## src/rtl/pld_pkg.sv

```systemverilog
package pld_pkg;
   typedef enum logic [1:0] {
      PLD_CLEAN = 2'd0,
      PLD_MID   = 2'd1,
      PLD_WIDE  = 2'd2
   } pld_verdict_e;

   function automatic pld_verdict_e pld_classify(input int unsigned width,
                                                 input int unsigned entry_lim,
                                                 input int unsigned exit_lim);
      if (width < entry_lim)     return PLD_CLEAN;
      else if (width > exit_lim) return PLD_WIDE;
      else                       return PLD_MID;
   endfunction
endpackage

```

## src/rtl/pld_sync.sv

```systemverilog
module pld_sync #(
   parameter int STAGES = 2
) (
   input  logic clk,
   input  logic rst_n,
   input  logic d_i,
   output logic q_o
);
   generate
      if (STAGES < 1) begin : g_bad
         initial $error("pld_sync: STAGES must be at least 1");
      end
   endgenerate

   logic [STAGES-1:0] chain_q;

   generate
      if (STAGES == 1) begin : g_single
         always_ff @(posedge clk or negedge rst_n) begin
            if (!rst_n) chain_q <= '0;
            else        chain_q <= d_i;
         end
      end else begin : g_multi
         always_ff @(posedge clk or negedge rst_n) begin
            if (!rst_n) chain_q <= '0;
            else        chain_q <= {chain_q[STAGES-2:0], d_i};
         end
      end
   endgenerate

   assign q_o = chain_q[STAGES-1];
endmodule

```

## src/rtl/pld_width_meter.sv

```systemverilog
module pld_width_meter #(
   parameter int CNT_W = 8
) (
   input  logic             clk,
   input  logic             rst_n,
   input  logic             active_i,
   output logic             done_o,
   output logic [CNT_W-1:0] width_o
);
   localparam logic [CNT_W-1:0] CNT_MAX = {CNT_W{1'b1}};

   generate
      if (CNT_W < 2) begin : g_bad
         initial $error("pld_width_meter: CNT_W must be at least 2");
      end
   endgenerate

   logic             act_q;
   logic [CNT_W-1:0] cnt_q;

   always_ff @(posedge clk or negedge rst_n) begin
      if (!rst_n) begin
         act_q   <= 1'b0;
         cnt_q   <= '0;
         done_o  <= 1'b0;
         width_o <= '0;
      end else begin
         act_q  <= active_i;
         done_o <= 1'b0;
         if (active_i) begin
            if (!act_q)                cnt_q <= CNT_W'(1);
            else if (cnt_q != CNT_MAX) cnt_q <= cnt_q + 1'b1;
         end else if (act_q) begin
            done_o  <= 1'b1;
            width_o <= cnt_q;
            cnt_q   <= '0;
         end
      end
   end

   // a measurement strobe lasts one cycle and always carries a width
   a_r2_strobe_single: assert property (@(posedge clk) disable iff (!rst_n)
      done_o |=> !done_o);
   a_r2_width_nonzero: assert property (@(posedge clk) disable iff (!rst_n)
      done_o |-> width_o != '0);
endmodule

```

## src/rtl/pld_lock_fsm.sv

```systemverilog
module pld_lock_fsm
   import pld_pkg::*;
#(
   parameter int CNT_W       = 8,
   parameter int ENTRY_TICKS = 15,
   parameter int EXIT_TICKS  = 25,
   parameter int NEED_LO     = 3,
   parameter int NEED_HI     = 5
) (
   input  logic             clk,
   input  logic             rst_n,
   input  logic             precise_i,
   input  logic             done_i,
   input  logic [CNT_W-1:0] width_i,
   output logic             lock_o
);
   localparam int RUN_W = $clog2(NEED_HI + 1);
   localparam logic [CNT_W-1:0] ENTRY_W = CNT_W'(ENTRY_TICKS);
   localparam logic [CNT_W-1:0] EXIT_W  = CNT_W'(EXIT_TICKS);

   generate
      if (NEED_LO < 1 || NEED_HI < NEED_LO) begin : g_bad_need
         initial $error("pld_lock_fsm: need 1 <= NEED_LO <= NEED_HI");
      end
      if (ENTRY_TICKS < 1 || EXIT_TICKS < ENTRY_TICKS) begin : g_bad_thr
         initial $error("pld_lock_fsm: need 1 <= ENTRY_TICKS <= EXIT_TICKS");
      end
      if (EXIT_TICKS >= (1 << CNT_W) - 1) begin : g_bad_cnt
         initial $error("pld_lock_fsm: CNT_W too narrow for EXIT_TICKS");
      end
   endgenerate

   pld_verdict_e     verdict;
   logic [RUN_W-1:0] need;
   logic [RUN_W-1:0] run_q;
   logic [RUN_W-1:0] run_inc;
   logic             lock_q;

   always_comb begin
      verdict = pld_classify(int'(width_i), ENTRY_TICKS, EXIT_TICKS);
      need    = precise_i ? RUN_W'(NEED_HI) : RUN_W'(NEED_LO);
      run_inc = run_q + 1'b1;
   end

   always_ff @(posedge clk or negedge rst_n) begin
      if (!rst_n) begin
         lock_q <= 1'b0;
         run_q  <= '0;
      end else if (done_i) begin
         if (lock_q) begin
            if (verdict == PLD_WIDE) lock_q <= 1'b0;
            run_q <= '0;
         end else if (verdict == PLD_CLEAN) begin
            if (run_inc >= need) begin
               lock_q <= 1'b1;
               run_q  <= '0;
            end else begin
               run_q <= run_inc;
            end
         end else begin
            run_q <= '0;
         end
      end
   end

   assign lock_o = lock_q;

   // lock may only rise straight after a clean comparison
   a_r3_rise_on_clean: assert property (@(posedge clk) disable iff (!rst_n)
      $rose(lock_q) |-> $past(done_i) && ($past(width_i) < ENTRY_W));
   // lock may only fall straight after a comparison over the exit limit
   a_r6_fall_on_wide: assert property (@(posedge clk) disable iff (!rst_n)
      $fell(lock_q) |-> $past(done_i) && ($past(width_i) > EXIT_W));
   // anything not over the exit limit keeps lock
   a_r5_hold: assert property (@(posedge clk) disable iff (!rst_n)
      lock_q && !(done_i && width_i > EXIT_W) |=> lock_q);
   // an unclean comparison while unlocked clears the run
   a_r7_run_clear: assert property (@(posedge clk) disable iff (!rst_n)
      !lock_q && done_i && width_i >= ENTRY_W |=> run_q == '0);
   // the run stays bounded and idle while locked
   a_r1_run_bounded: assert property (@(posedge clk) disable iff (!rst_n)
      (run_q < RUN_W'(NEED_HI)) && (!lock_q || run_q == '0));
endmodule

```

## src/rtl/pll_lock_detect.sv

```systemverilog
module pll_lock_detect #(
   parameter int SYNC_STAGES = 2,
   parameter int CNT_W       = 8,
   parameter int ENTRY_TICKS = 15,
   parameter int EXIT_TICKS  = 25,
   parameter int NEED_LO     = 3,
   parameter int NEED_HI     = 5
) (
   input  logic clk,
   input  logic rst_n,
   input  logic up_i,
   input  logic dn_i,
   input  logic precise_i,
   output logic lock_o
);
   localparam int LANES = 2;

   logic [LANES-1:0] raw;
   logic [LANES-1:0] synced;
   logic             active;
   logic             done;
   logic [CNT_W-1:0] width;

   assign raw = {dn_i, up_i};

   generate
      for (genvar g = 0; g < LANES; g++) begin : g_lane
         pld_sync #(.STAGES(SYNC_STAGES)) u_sync (
            .clk   (clk),
            .rst_n (rst_n),
            .d_i   (raw[g]),
            .q_o   (synced[g])
         );
      end
   endgenerate

   assign active = |synced;

   pld_width_meter #(.CNT_W(CNT_W)) u_meter (
      .clk      (clk),
      .rst_n    (rst_n),
      .active_i (active),
      .done_o   (done),
      .width_o  (width)
   );

   pld_lock_fsm #(
      .CNT_W       (CNT_W),
      .ENTRY_TICKS (ENTRY_TICKS),
      .EXIT_TICKS  (EXIT_TICKS),
      .NEED_LO     (NEED_LO),
      .NEED_HI     (NEED_HI)
   ) u_fsm (
      .clk       (clk),
      .rst_n     (rst_n),
      .precise_i (precise_i),
      .done_i    (done),
      .width_i   (width),
      .lock_o    (lock_o)
   );

   // reset leaves the output low on the first active cycle
   a_r1_reset_low: assert property (@(posedge clk)
      !rst_n |=> !lock_o);
endmodule

```

## config.mk

```make
export PLATFORM = sky130hd
export DESIGN_NAME = pll_lock_detect
export DESIGN_NICKNAME = d
export VERILOG_FILES = /design/src/rtl/pld_pkg.sv /design/src/rtl/pld_sync.sv /design/src/rtl/pld_width_meter.sv /design/src/rtl/pld_lock_fsm.sv /design/src/rtl/pll_lock_detect.sv
export SDC_FILE = /design/constraint.sdc
export NUM_CORES = 1
export LEC_CHECK = 0
export CAP_MARGIN = 20
export CORE_MARGIN = 2
export CORE_UTILIZATION = 62
export CTS_BUF_LIST = sky130_fd_sc_hd__clkbuf_4 sky130_fd_sc_hd__clkbuf_8 sky130_fd_sc_hd__clkbuf_16
export DETAILED_ROUTE_END_ITERATION = 10
export GPL_TIMING_DRIVEN = 0
export PLACE_DENSITY = 0.82
export SLEW_MARGIN = 30
export SYNTH_ARGS = -nofsm -noshare
export SYNTH_HDL_FRONTEND = slang
export SYNTH_HIERARCHICAL = 1
export SYNTH_SLANG_ARGS = --single-unit
```

## constraint.sdc

```tcl
create_clock -name clk -period 5.8 [get_ports clk]
set_input_delay 0.87 -clock clk [delete_from_list [all_inputs] [get_ports clk]]
set_output_delay 0.87 -clock clk [all_outputs]
set_load 0.05 [all_outputs]
```

==> impl_metrics.prom <==
# TYPE chip_impl_metric gauge
chip_impl_metric{name="viasPerCell",unit=""} 6.20
chip_impl_metric{name="postPlaceCellArea",unit="µm²"} 1350
chip_impl_metric{name="post_layout_nonfiller_instances",unit=""} 146
chip_impl_metric{name="area.growth.synth_to_final",unit="%"} 9.06
chip_impl_metric{name="clk-insertion-delay-late",unit="ns"} 0.32
chip_impl_info{name="synth_largest_area_cell",value="sky130_fd_sc_hd__dfrtp_1"} 1
chip_impl_metric{name="core-area",unit="µm²"} 1940
chip_impl_metric{name="fin_worst_skew",unit="ns"} 0.00458
chip_impl_metric{name="relSlewSlack",unit="%"} 62.4
chip_impl_metric{name="drt.antenna.violating_nets",unit=""} 0
chip_impl_metric{name="share_clk_of_total_power",unit="%"} 20.0
chip_impl_info{name="top_family_by_delay_on_critical_path",value="buffers and inverters"} 1
chip_impl_metric{name="grt_pass1_vias",unit=""} 856
chip_impl_metric{name="max_slew.worst_pin.slew",unit="ns"} 0.564
chip_impl_metric{name="antenna_violations_before_repair",unit=""} 0
chip_impl_metric{name="synth.yosys.seq_area_share",unit="%"} 51.2
chip_impl_metric{name="floorplan.initialDensity",unit="%"} 65.4
chip_impl_metric{name="post-route-cell-area",unit="µm²"} 1390
chip_impl_metric{name="postSynthRegisterBits",unit=""} 26
chip_impl_metric{name="die_height",unit="µm"} 49.3
chip_impl_info{name="tritoncts_clock_tree",value="built"} 1
chip_impl_info{name="critical_path.endpoint_type",value="output pin"} 1
chip_impl_info{name="critPathKind",value="reg2out"} 1
chip_impl_metric{name="detailroute.via_count",unit=""} 905
chip_impl_metric{name="cts_max_level",unit=""} 1
chip_impl_info{name="most_common_cell_after_layout_fill_and_taps_aside",value="sky130_fd_sc_hd__dfrtp_1"} 1
chip_impl_metric{name="chipWidth",unit="µm"} 49.3
chip_impl_metric{name="drv.max_cap_violation_count",unit=""} 0
chip_impl_metric{name="holdWs",unit="ns"} 0.364
chip_impl_metric{name="ir_worst_vdd",unit="mV"} 0.258
chip_impl_metric{name="wl_per_cell",unit="µm"} 15.3
chip_impl_metric{name="drt_drc_violations_left",unit=""} 0
chip_impl_metric{name="die_area",unit="µm²"} 2430
chip_impl_metric{name="postSynthCellCount",unit=""} 110
chip_impl_info{name="cts.root.buffer_cell",value="sky130_fd_sc_hd__clkbuf_4"} 1
chip_impl_metric{name="port_buffers",unit=""} 5
chip_impl_metric{name="min_period_over_period",unit="%"} 42.0
chip_impl_info{name="timing.critical_path.slowest_stage_cell",value="sky130_fd_sc_hd__clkdlybuf4s50_1"} 1
chip_impl_info{name="start_kind",value="register"} 1
chip_impl_metric{name="yosysTopAreaCellShare",unit="%"} 51.2
chip_impl_metric{name="tritoncts.num_buffers",unit=""} 3
chip_impl_metric{name="rows",unit=""} 16
chip_impl_metric{name="seq_power_share",unit="%"} 52.3
chip_impl_metric{name="fin_nets",unit=""} 129
chip_impl_metric{name="syn_area",unit="µm²"} 1270
chip_impl_metric{name="cts-resized-gates",unit=""} 0
chip_impl_metric{name="num_antenna_cells",unit=""} 0
chip_impl_metric{name="maximum_number_of_pins_on_one_net_before_global_route_repair",unit=""} 27
chip_impl_metric{name="top_level_ports",unit=""} 6
chip_impl_metric{name="last_weighted_congestion_value_of_the_routability_driven_placer",unit=""} 0.849
chip_impl_metric{name="static-leakage-power",unit="nW"} 0.649
chip_impl_info{name="grt_setup_unrepaired",value="no"} 1
chip_impl_info{name="worstHoldPathType",value="reg2reg"} 1
chip_impl_info{name="ys_top_cells_by_area",value="sky130_fd_sc_hd__dfrtp_1 (51%), sky130_fd_sc_hd__mux2_2 (6.2%), sky130_fd_sc_hd__ha_1 (3.9%)"} 1
chip_impl_metric{name="synth_cell_type_count",unit=""} 45
chip_impl_metric{name="fin_tns_setup",unit="ns"} 0
chip_impl_metric{name="hold_viol",unit=""} 0
chip_impl_metric{name="grt_first_pass_wirelength",unit="µm"} 3910
chip_impl_metric{name="max_stage_delay",unit="ns"} 0.82
chip_impl_metric{name="netSwitchingPower",unit="W"} 0.000147
chip_impl_metric{name="drive_gt1_share",unit="%"} 19.3
chip_impl_metric{name="grt_use_total",unit="%"} 21.4
chip_impl_metric{name="detailedRoute.firstPassIterationCount",unit=""} 4
chip_impl_info{name="top_library_cells_by_usage_in_the_layout_fill_and_taps_aside",value="sky130_fd_sc_hd__dfrtp_1 (26), sky130_fd_sc_hd__nand2_1 (10), sky130_fd_sc_hd__mux2_2 (7)"} 1
chip_impl_metric{name="synth.yosys.warnings",unit=""} 6
chip_impl_metric{name="p_comb_share",unit="%"} 27.7
chip_impl_metric{name="setup_viol",unit=""} 0
chip_impl_metric{name="swShare",unit="%"} 32.6
chip_impl_metric{name="dr.first_iter.drc_count",unit=""} 21
chip_impl_metric{name="critPathBufInv",unit=""} 1
chip_impl_metric{name="placedCellCount",unit=""} 142
chip_impl_metric{name="postRouteWirelength",unit="µm"} 2240
chip_impl_metric{name="synth.net_count",unit=""} 119
chip_impl_info{name="run_status",value="finished, final reports clean"} 1
chip_impl_metric{name="critical_path_arrival",unit="ns"} 1.56
chip_impl_metric{name="power_report.internal_total",unit="W"} 0.000305
chip_impl_metric{name="syn_avg_cell_area",unit="µm²"} 11.5
chip_impl_metric{name="max_freq",unit="MHz"} 411
chip_impl_metric{name="place.detailed.hpwl",unit="µm"} 1640
chip_impl_metric{name="setup.reg_to_reg.worst_slack",unit="ns"} 3.74
chip_impl_metric{name="post-route-min-period",unit="ns"} 2.43
chip_impl_metric{name="crit_required",unit="ns"} 4.93
chip_impl_metric{name="timing.critical_path.fanout_max",unit=""} 4
chip_impl_metric{name="sink_count",unit=""} 26
chip_impl_metric{name="power_density",unit="nW/µm²"} 327
chip_impl_info{name="timing.critical_path.cells",value="clkdlybuf4s50_1"} 1
chip_impl_metric{name="holdBufCountCts",unit=""} 0
chip_impl_metric{name="cts_max_path_buffers",unit=""} 2
chip_impl_metric{name="grt.overflow.total",unit=""} 0
chip_impl_metric{name="slew_viol_final",unit=""} 0
chip_impl_metric{name="cts_setup_buffers",unit=""} 0
chip_impl_metric{name="clk_pin_slew_worst_paths",unit="ns"} 0.13
[metal layers]
layer / GRT usage (%) / vias to the layer above / wire (µm)
met2: 35.1 / 14 / 1140
met3: 3.99 / 5 / 69
li1: - / 431 / -
met1: 27.7 / 455 / 990
met4: 9.05 / 0 / 39
met5: 0 / - / 0
[per-stage QoR]
step	utilization (%)	power, W	setup slack, ns
floorplan	-	0.000327	3.85
global placement	69.7	0.000354	3.29
detailed placement	69.5	0.000365	3.17
CTS	71.3	0.000456	3.35
global route	71.3	0.000480	3.32
finish	71.3	0.000452	3.37
[state kept, by name, indices dropped and copies added, names as in the netlist]
| name | flops |
|---|---|
| u_fsm/run_q | 3 |
| u_meter/act_q | 1 |
| u_fsm/lock_o | 1 |
| g_lane.u_sync/chain_q | 4 |
| u_meter/cnt_q | 8 |
| u_meter/done_o | 1 |
| u_meter/width_o | 8 |
[power by group through the flow]
stage / combinational (W) / clock (W) / sequential, W
after detailed placement: 0.000125 / 0 / 0.000240
after global routing: 0.000138 / 0.000100 / 0.000241
after global placement: 0.000116 / 0 / 0.000237
after floorplan: 0.0000857 / 0 / 0.000242
final: 0.000125 / 0.0000904 / 0.000237
after CTS: 0.000126 / 0.0000935 / 0.000237
[worst paths after layout]
kind / from / end / depth (start not counted)
setup reg to reg: u_fsm/run_q[0] / u_fsm/run_q[2] / 7
setup / recovery: u_fsm/lock_o / lock_o / 1
hold reg to reg: g_lane[1].u_sync/chain_q[0] / g_lane[1].u_sync/chain_q[1] / 0
max in group asynchronous: rst_n / u_meter/width_o[2] / 1
min in group asynchronous: rst_n / g_lane[0].u_sync/chain_q[0] / 1
hold / removal: g_lane[1].u_sync/chain_q[0] / g_lane[1].u_sync/chain_q[1] / 0
[cell type report]
| type | count | area [µm²] |
|---|---|---|
| sequential | 26 | 651 |
| multi-input combinational | 77 | 583 |
| fill | 152 | 557 |
| timing repair buffer | 5 | 45.0 |
| clock buffer | 4 | 36.3 |
| tap | 27 | 33.8 |
| buffer | 3 | 21.3 |
| inverter | 4 | 15.0 |
[cells by family (layout without fill, tap and decap cells)]
group                      Yosys count  count (layout)  share of synthesized area [%]
AOI/OAI and AO/OA                   26              26                           16.1
adders and majority gates            4               4                           3.94
muxes                                7               7                           6.21
xor gates and xnor gates             1               1                          0.690
DFF                                 26              26                           51.2
buffers and inverters                7              16                           2.86
and+or+nand+nor                     39              39                           19.0
[worst register-to-register path, stage by stage (launching register included)]
cell and delay (ns):
sky130_fd_sc_hd__dfrtp_1 0.44, sky130_fd_sc_hd__ha_1 0.27, sky130_fd_sc_hd__xor2_1 0.16, sky130_fd_sc_hd__ha_1 0.32, sky130_fd_sc_hd__a211oi_2 0.26, sky130_fd_sc_hd__nand2_1 0.14, sky130_fd_sc_hd__o31ai_2 0.27, sky130_fd_sc_hd__a32o_2 0.16
[cell usage after synthesis]
| library cell | count |
|---|---|
| sky130_fd_sc_hd__o21bai_1 | 1 |
| sky130_fd_sc_hd__nor2b_1 | 2 |
| sky130_fd_sc_hd__o41ai_1 | 2 |
| sky130_fd_sc_hd__nand4_2 | 1 |
| sky130_fd_sc_hd__a32o_2 | 1 |
| sky130_fd_sc_hd__inv_1 | 4 |
| sky130_fd_sc_hd__nand2_1 | 10 |
| sky130_fd_sc_hd__o21a_1 | 1 |
| sky130_fd_sc_hd__or2_1 | 1 |
| sky130_fd_sc_hd__a211o_1 | 1 |
| sky130_fd_sc_hd__a21o_1 | 2 |
| sky130_fd_sc_hd__and4b_1 | 1 |
| sky130_fd_sc_hd__buf_6 | 1 |
| sky130_fd_sc_hd__nor4_1 | 1 |
| sky130_fd_sc_hd__nand2b_1 | 1 |
| sky130_fd_sc_hd__o211ai_1 | 3 |
| sky130_fd_sc_hd__nor4_4 | 1 |
| sky130_fd_sc_hd__or2b_1 | 2 |
| sky130_fd_sc_hd__and4_1 | 1 |
| sky130_fd_sc_hd__or4_1 | 1 |
| sky130_fd_sc_hd__o21ai_0 | 1 |
| sky130_fd_sc_hd__ha_1 | 4 |
| sky130_fd_sc_hd__xor2_1 | 1 |
| sky130_fd_sc_hd__a211oi_2 | 1 |
| sky130_fd_sc_hd__a31oi_1 | 1 |
| sky130_fd_sc_hd__or3b_2 | 1 |
| sky130_fd_sc_hd__nand2_2 | 1 |
| sky130_fd_sc_hd__o31ai_1 | 2 |
| sky130_fd_sc_hd__a31o_2 | 1 |
| sky130_fd_sc_hd__nand3_1 | 4 |
| sky130_fd_sc_hd__and3_1 | 1 |
| sky130_fd_sc_hd__mux2_2 | 7 |
| sky130_fd_sc_hd__a21oi_1 | 4 |
| sky130_fd_sc_hd__nand3b_1 | 1 |
| sky130_fd_sc_hd__o31ai_2 | 1 |
| sky130_fd_sc_hd__nor2_1 | 3 |
| sky130_fd_sc_hd__o311ai_0 | 1 |
| sky130_fd_sc_hd__and2_1 | 2 |
| sky130_fd_sc_hd__o32ai_1 | 1 |
| sky130_fd_sc_hd__nand4_1 | 3 |
| sky130_fd_sc_hd__or3_1 | 1 |
| sky130_fd_sc_hd__dfrtp_1 | 26 |
| sky130_fd_sc_hd__a31o_1 | 1 |
| sky130_fd_sc_hd__buf_2 | 2 |
| sky130_fd_sc_hd__a22oi_1 | 1 |
Power figures use the tool's default switching activity.
